## src/rtl/flr_trk_pkg.sv

```systemverilog
package flr_trk_pkg;

    // Per-function reset tracking state
    typedef enum logic [0:0] {
        SLOT_IDLE  = 1'b0,
        SLOT_RESET = 1'b1
    } slot_state_e;

endpackage

```

## src/rtl/flr_fn_decode.sv

```systemverilog
// Decodes a qualified function number into a one-hot vector covering
// function numbers FIRST .. NUM_FN-1.
module flr_fn_decode #(
    parameter int FN_W   = 8,
    parameter int NUM_FN = 256,
    parameter int FIRST  = 0,
    localparam int OUT_W = NUM_FN - FIRST
) (
    input  logic              valid_i,
    input  logic [FN_W-1:0]   fn_i,
    output logic [OUT_W-1:0]  hot_o
);

    for (genvar j = 0; j < OUT_W; j++) begin : g_hit
        localparam logic [FN_W-1:0] CODE = FN_W'(FIRST + j);
        assign hot_o[j] = valid_i && (fn_i == CODE);
    end

endmodule

```

## src/rtl/flr_slot.sv

```systemverilog
// Two-state tracker for one function.
module flr_slot
    import flr_trk_pkg::*;
(
    input  logic clk,
    input  logic rst_n,
    input  logic start_i,
    input  logic finish_i,
    output logic busy_o
);

    slot_state_e st_q, st_d;

    // Next-state logic
    always_comb begin
        st_d = st_q;
        unique case (st_q)
            SLOT_IDLE: begin
                if (start_i) st_d = SLOT_RESET;          // START
            end
            SLOT_RESET: begin
                if (finish_i && !start_i) st_d = SLOT_IDLE; // FINISH, write wins
            end
            default: st_d = SLOT_IDLE;
        endcase
    end

    // State register
    always_ff @(posedge clk) begin
        if (!rst_n) st_q <= SLOT_IDLE;
        else        st_q <= st_d;
    end

    // Outputs
    always_comb begin
        busy_o = (st_q == SLOT_RESET);
    end

endmodule

```

## src/rtl/flr_req_gate.sv

```systemverilog
// Same-cycle retry/accept decision for a configuration request.
module flr_req_gate #(
    parameter int FN_W   = 8,
    parameter int NUM_FN = 256
) (
    input  logic              req_valid_i,
    input  logic [FN_W-1:0]   req_fn_i,
    input  logic              cfg_en_i,
    input  logic [NUM_FN-1:0] busy_i,
    output logic              retry_o,
    output logic              accept_o
);

    logic [NUM_FN-1:0] hit;
    logic              target_busy;

    for (genvar i = 0; i < NUM_FN; i++) begin : g_sel
        localparam logic [FN_W-1:0] CODE = FN_W'(i);
        assign hit[i] = busy_i[i] && (req_fn_i == CODE);
    end

    always_comb begin
        target_busy = |hit;
        retry_o     = req_valid_i && (!cfg_en_i || target_busy);
        accept_o    = req_valid_i && cfg_en_i && !target_busy;
    end

endmodule

```

## src/rtl/flr_tracker.sv

```systemverilog
module flr_tracker #(
    parameter int NUM_PF = 4,
    parameter int NUM_VF = 252,
    parameter int FN_W   = 8
) (
    input  logic              clk,
    input  logic              rst_n,
    input  logic              cfg_space_en,
    input  logic              flr_wr_valid,
    input  logic [FN_W-1:0]   flr_wr_fn,
    input  logic [NUM_PF-1:0] pf_done,
    input  logic              vf_done,
    input  logic [FN_W-1:0]   vf_done_fn,
    input  logic              req_valid,
    input  logic [FN_W-1:0]   req_fn,
    output logic [NUM_PF-1:0] pf_busy,
    output logic [NUM_VF-1:0] vf_busy,
    output logic              req_retry,
    output logic              req_accept
);

    localparam int NUM_FN = NUM_PF + NUM_VF;

    logic [NUM_FN-1:0] wr_hot;
    logic [NUM_VF-1:0] vd_hot;
    logic [NUM_FN-1:0] busy_all;

    flr_fn_decode #(.FN_W(FN_W), .NUM_FN(NUM_FN), .FIRST(0)) u_wr_dec (
        .valid_i (flr_wr_valid),
        .fn_i    (flr_wr_fn),
        .hot_o   (wr_hot)
    );

    // Reserved numbers below NUM_PF decode to nothing
    flr_fn_decode #(.FN_W(FN_W), .NUM_FN(NUM_FN), .FIRST(NUM_PF)) u_vd_dec (
        .valid_i (vf_done),
        .fn_i    (vf_done_fn),
        .hot_o   (vd_hot)
    );

    for (genvar i = 0; i < NUM_FN; i++) begin : g_slot
        logic fin;
        if (i < NUM_PF) begin : g_pf
            assign fin = pf_done[i];
        end else begin : g_vf
            assign fin = vd_hot[i-NUM_PF];
        end
        flr_slot u_slot (
            .clk      (clk),
            .rst_n    (rst_n),
            .start_i  (wr_hot[i]),
            .finish_i (fin),
            .busy_o   (busy_all[i])
        );
    end

    assign pf_busy = busy_all[NUM_PF-1:0];
    assign vf_busy = busy_all[NUM_FN-1:NUM_PF];

    flr_req_gate #(.FN_W(FN_W), .NUM_FN(NUM_FN)) u_gate (
        .req_valid_i (req_valid),
        .req_fn_i    (req_fn),
        .cfg_en_i    (cfg_space_en),
        .busy_i      (busy_all),
        .retry_o     (req_retry),
        .accept_o    (req_accept)
    );

endmodule

```

## config.mk

```make
export PLATFORM = sky130hd
export DESIGN_NAME = flr_tracker
export DESIGN_NICKNAME = d
export VERILOG_FILES = /design/src/rtl/flr_trk_pkg.sv /design/src/rtl/flr_fn_decode.sv /design/src/rtl/flr_slot.sv /design/src/rtl/flr_req_gate.sv /design/src/rtl/flr_tracker.sv
export SDC_FILE = /design/constraint.sdc
export NUM_CORES = 1
export LEC_CHECK = 0
export BUFFER_PORTS_ARGS = -buffer_cell sky130_fd_sc_hd__buf_2
export CELL_PAD_IN_SITES_DETAIL_PLACEMENT = 0
export CELL_PAD_IN_SITES_GLOBAL_PLACEMENT = 1
export CORE_MARGIN = 5
export CORE_UTILIZATION = 40
export DETAILED_ROUTE_END_ITERATION = 10
export PLACE_DENSITY = 0.72
export SETUP_SLACK_MARGIN = 0.05
export SYNTH_ARGS = -nofsm -noshare
export SYNTH_HDL_FRONTEND = slang
export SYNTH_HIERARCHICAL = 1
export SYNTH_SLANG_ARGS = --single-unit
```

## constraint.sdc

```tcl
create_clock -name clk -period 4.5 [get_ports clk]
set_clock_uncertainty 0.2 [all_clocks]
set_input_delay 0.675 -clock clk [delete_from_list [all_inputs] [get_ports clk]]
set_output_delay 0.675 -clock clk [all_outputs]
set_load 0.005 [all_outputs]
```

==> results of run 1 <==
-- per-stage QoR --
step,utilization [%],instance area [sq um]
floorplan,-,17500
global placement,44.2,19100
detailed placement,44.2,19100
CTS,46.5,20100
global route,46.5,20100
finish,46.5,20100
-- synth_stat cells, types with 16 or more instances --
library cell and instances:
nand3_1 16, nand2_1 31, nor2_1 17, a21oi_1 20, nor2b_4 256, o21a_1 256
nor3_1 468, buf_1 42, nor4_2 39, buf_2 49, nand3b_1 18, clkbuf_1 98
dfxtp_1 256, mux2i_1 30, a22oi_1 23
-- cells by family (layout without fill, tap and decap cells) --
kind of cell           Yosys count  in the layout  share of synthesized area [%]
AND/OR/NAND/NOR                966            966                           43.9
AO/OA/AOI/OAI                  390            390                           16.8
flip-flops                     256            256                           29.3
buffers and inverters          219            387                           6.11
multiplexers                    55             55                           3.91
other                            0              1                              0
-- routing by layer --
metal / GRT usage, % / up-vias / wire (um)
li1: - / 7175 / -
met1: 41.8 / 8293 / 32100
met2: 47.2 / 913 / 34300
met3: 6.11 / 165 / 7010
met4: 9.82 / 4 / 2630
met5: 0 / - / 29
-- area by class of cell --
class	count	area [sq um]
Sequential cell	256	5120
Antenna cell	1	2.50
Multi-Input combinational cell	1411	11300
Tap cell	585	732
Clock inverter	4	70.1
Clock buffer	49	933
Timing Repair Buffer	329	1850
Fill cell	4190	23100
Inverter	5	18.8
-- timing repair --
action / in CTS / in global routing
setup endpoints to repair: 0 / 2
gates resized for setup: 0 / 1
hold endpoints to repair: 0 / 0
-- final timing paths --
path / slack [ns] / from / cells after the start / endpoint
worst max-delay path: 0.22 / req_fn[2] / 10 / req_accept
worst min-delay path: 0.22 / pf_done[1] / 3 / g_slot[1].u_slot/busy_o$_SDFF_PN0_
worst max register to register: 3.41 / g_slot[28].u_slot/busy_o$_SDFF_PN0_ / 2 / g_slot[28].u_slot/busy_o$_SDFF_PN0_
worst min register to register: 0.40 / g_slot[141].u_slot/busy_o$_SDFF_PN0_ / 2 / g_slot[141].u_slot/busy_o$_SDFF_PN0_
-- worst max-delay path: cells and delay by family --
family,cells,cell delay [ns]
compound gates,4,1.01
buf+inv,3,0.76
simple gates,3,0.93
-- report_power, final --
part,internal (mW),total (mW),switching [mW],leakage [nW]
logic,0.122,0.586,0.464,4.46
clock network,1.51,2.55,1.04,0.493
registers,2.27,2.28,0.00763,2.06
==> impl_metrics.py, run 1 <==
metrics = {
    "synth": {
        "yosysSeqAreaShare_pct": 29.3,
        "synth_cell_types": 75,
        "synth_area_sq_mm": 0.0175,
        "yosys.area.top_type": "dfxtp_1",
        "synth-seq-cells": 256,
        "syn_area_per_cell_sq_um": 9.27,
        "synth_edf_count": 0,
        "syn_inst": 1886,
        "ys_top_cells_by_area": "dfxtp_1, nor2b_4, nor3_1",
        "synth_top_area_share_pct": 29.3,
        "ys.flop_type": "dfxtp_1",
        "ys_async_sr_fraction_pct": 0,
        "syn-num-nets": 1920,
        "yosysWarnings": 6,
    },
    "critical_path": {
        "cpMostUsedCell": "buf_4",
        "cp.arrival_ns": 3.41,
        "path_class": "in2out",
        "cp_slowest_cell": "nor4_2",
        "cp-end-kind": "output pin",
        "worstPathMaxFanout": 32,
        "slowest_delay_ns": 0.46,
        "cp.required_ns": 3.62,
        "worstSetupStartpointType": "primary input",
        "path_cells": "buf_4 -> buf_4 -> and4b_1 -> a2111o_1 -> a211o_1 -> a21oi_1 -> o221ai_1 -> nor4_2 -> and3_1 -> buf_2",
    },
    "detailed_routing": {
        "drtIter0Drc": 2062,
        "wl_per_cell_um": 28.8,
        "viasPerCell": 6.27,
        "drc": 0,
        "firstDrtPassIters": 6,
        "vias": 16600,
        "wl_um": 76000,
        "ant_nets": 0,
    },
    "pwr": {
        "max-vdd-ir-drop_mv": 0.270,
        "total_power_mw": 5.41,
        "p_leak_nw": 7.01,
        "p_per_area_mw_per_mm2": 270,
    },
    "floorplanning": {
        "ioPinCount": 292,
        "die-area_sq_mm": 0.0480,
        "die_y_um": 219,
        "start_util_pct": 40.5,
        "core_area_sq_mm": 0.0432,
        "die_w_um": 219,
        "row_count": 76,
    },
    "layout": {
        "post_layout_nonfiller_instances": 2640,
        "drive_gt1_share_pct": 35.0,
        "layout.nets": 2067,
        "largest_reg_flops": 256,
        "mostFrequentLayoutCell": "nor3_1",
        "syn_to_final_growth_pct": 14.8,
        "layout_common_cells": "nor3_1, buf_2, nor2b_4, o21a_1, dfxtp_1",
    },
    "clocking": {
        "cts.path.max_buffers": 3,
        "clk_latency_ns": 0.58,
        "clkTransAtPathRegs_ns": 0.06,
        "cts_tree": "done",
        "cts_made_buffers": 30,
        "clockRootBuffer": "clkbuf_16",
        "holdBufCountCts": 0,
        "post_cts_buffers": 0,
        "h-tree-depth": 1,
        "cts_sinks": 256,
    },
    "placement": {
        "io_buffer_count": 291,
        "pre_cts_ws_ns": 0.265,
        "gp_congestion": 0.997,
        "placed_cells": 2586,
        "dpl.hpwl_um": 50800,
    },
    "run": {
        "maxCapViolCount": 0,
    },
    "timing": {
        "whs_ns": 0.223,
        "fin_setup_tns_ns": 0,
        "setup_viol": 0,
        "fin_ws_ns": 0.215,
        "rsz0062_at_grt": "false",
        "fin_crit_sh_pct": 95.2,
        "worst_slew_pin_slew_ns": 1.25,
        "max_freq_mhz": 233,
        "post-route-min-period_ns": 4.28,
        "slew_headroom_pct": 16.8,
        "finalMaxSlewViolations": 0,
        "hold_viol": 0,
    },
    "min_path": {
        "min_path_type": "in2reg",
    },
    "grt": {
        "grt_pass1_wl_um": 110000,
        "grt-ovfl-total": 0,
        "first_global_vias": 15800,
        "grt_start_max_net_pins": 109,
        "grt_usage_pct": 30.2,
        "antenna_found_initial": 3,
    },
    "outcome": {
        "status": "finished, final reports clean",
    },
}
(Power assumes the default switching activity.)
==> run 2, diff against run 1 <==
--- a/config.mk
+++ b/config.mk
@@ -11,7 +11,7 @@
 export CORE_MARGIN = 5
 export CORE_UTILIZATION = 40
 export DETAILED_ROUTE_END_ITERATION = 10
-export PLACE_DENSITY = 0.72
+export PLACE_DENSITY_LB_ADDON = 0.1
 export SETUP_SLACK_MARGIN = 0.05
 export SYNTH_ARGS = -nofsm -noshare
 export SYNTH_HDL_FRONTEND = slang
==> impl_metrics.py, run 2 (same netlist as run 1, synthesis figures left out) <==
metrics = {
    "outcome": {
        "status": "finished, final reports clean",
    },
    "detailed_routing": {
        "viasPerCell": 6.22,
        "drc": 0,
        "wl_per_cell_um": 29.4,
        "firstDrtPassIters": 5,
        "wl_um": 77600,
        "ant_nets": 0,
        "vias": 16400,
        "drtIter0Drc": 1629,
    },
    "critical_path": {
        "cp.required_ns": 3.62,
        "worstSetupStartpointType": "primary input",
        "crit_family": "compound AO/OA/AOI/OAI gates",
        "cp.arrival_ns": 3.50,
        "path_class": "in2out",
        "slowest_delay_ns": 0.57,
        "rrSetupSlack_ns": 3.44,
        "worstPathMaxFanout": 31,
        "cp_slowest_cell": "a2111oi_1",
        "crit_start": "req_fn[2]",
        "path_buf_inv": 4,
        "cpMostUsedCell": "buf_4",
        "path_cells": "buf_4 -> buf_12 -> and2b_1 -> a22oi_1 -> o21ai_0 -> a2111oi_1 -> buf_4 -> o221ai_1 -> nor4_4 -> and3_1 -> buf_2",
        "timing.rr.start": "g_slot[180].u_slot/busy_o$_SDFF_PN0_",
        "cp-end-kind": "output pin",
    },
    "layout": {
        "mostFrequentLayoutCell": "nor3_1",
        "layout_common_cells": "nor3_1, buf_2, nor2b_4, o21a_1, dfxtp_1",
        "drive_gt1_share_pct": 35.1,
        "n_antenna_cell": 0,
        "layout.nets": 2072,
        "largest_reg_flops": 256,
        "syn_to_final_growth_pct": 15.3,
        "final_area_sq_mm": 0.0202,
    },
    "placement": {
        "gp_congestion": 0.949,
        "io_buffer_count": 291,
        "dpl.hpwl_um": 50800,
        "placedInstanceArea_sq_mm": 0.0192,
    },
    "clocking": {
        "holdBufCountCts": 0,
        "cts_sinks": 256,
        "h-tree-depth": 1,
        "clk_latency_ns": 0.58,
        "clkTransAtPathRegs_ns": 0.06,
        "cts_made_buffers": 30,
        "cts_tree": "done",
        "clockRootBuffer": "clkbuf_16",
        "cts.path.max_buffers": 3,
    },
    "pwr": {
        "p_per_area_mw_per_mm2": 268,
        "max-vdd-ir-drop_mv": 0.264,
        "total_power_mw": 5.41,
        "p_leak_nw": 7.05,
    },
    "timing": {
        "whs_ns": 0.219,
        "slew_headroom_pct": 25.3,
        "finalMaxSlewViolations": 0,
        "setup_viol": 0,
        "post-route-min-period_ns": 4.37,
        "max_freq_mhz": 229,
        "worst_slew_pin_slew_ns": 1.12,
        "fin_setup_tns_ns": 0,
        "hold_viol": 0,
        "rsz0062_at_grt": "false",
        "fin_crit_sh_pct": 97.2,
    },
    "grt": {
        "first_global_vias": 15800,
        "antenna_found_initial": 2,
        "grt-ovfl-total": 0,
        "grt_start_max_net_pins": 112,
        "grt_usage_pct": 30.8,
        "grt_pass1_wl_um": 113000,
    },
    "min_path": {
        "min_path_type": "in2reg",
        "holdCritStartpoint": "pf_done[2]",
    },
    "floorplanning": {
        "die-area_sq_mm": 0.0480,
        "die_y_um": 219,
        "row_count": 76,
        "start_util_pct": 40.5,
        "core_area_sq_mm": 0.0432,
        "die_w_um": 219,
        "ioPinCount": 292,
    },
    "run": {
        "maxCapViolCount": 0,
    },
}
## run 2: cell type report
class,instances,area (sq um)
multi-input combinational,1411,11300
tap,585,732
sequential,256,5120
clock inverter,5,75.1
fill,4249,23000
inverter,5,18.8
timing repair buffer,334,1970
clock buffer,48,910
## run 2: final timing paths
kind,end,depth (start not counted)
hold / removal,g_slot[2].u_slot/busy_o$_SDFF_PN0_,3
setup / recovery,req_accept,11
setup reg to reg,g_slot[180].u_slot/busy_o$_SDFF_PN0_,2
hold reg to reg,g_slot[254].u_slot/busy_o$_SDFF_PN0_,2
## run 2: metrics by stage
step | worst slack, ns | utilization (%) | std cells
after CTS | 0.123 | 46.7 | 2644
after global routing | 0.0368 | 46.7 | 2644
final | 0.125 | 46.7 | 2644
after detailed placement | 0.0133 | 44.4 | 2591
after global placement | 0.0615 | 44.4 | 2591
after floorplan | 1.20 | - | 1886
## run 2: timing repair
action                                  in CTS  in global routing
endpoints found under the setup margin       2                  2
buffers inserted                             0                  0
cloned                                       0                  0
gates resized for setup                      1                  1
## run 2: layer usage
metal,global-route usage [%],part of all wire [%],vias to the layer above,routed length (um)
li1,-,-,7197,-
met1,43.0,42,8317,32800
met2,50.2,47,810,36300
met3,4.06,7.9,120,6120
met4,8.90,3.1,4,2400
met5,0,0.036,-,28
## run 2: tightest hold or removal path, stage by stage
cell	delay, ns
buf_2	0.11
nor2b_4	0.09
o21a_1	0.10
## run 2: where the power goes
group / total, mW / switching [mW] / internal, mW
Clock: 2.52 / 1.04 / 1.48
Sequential: 2.28 / 0.00747 / 2.27
Combinational: 0.603 / 0.470 / 0.133
Total: 5.41 / 1.52 / 3.89
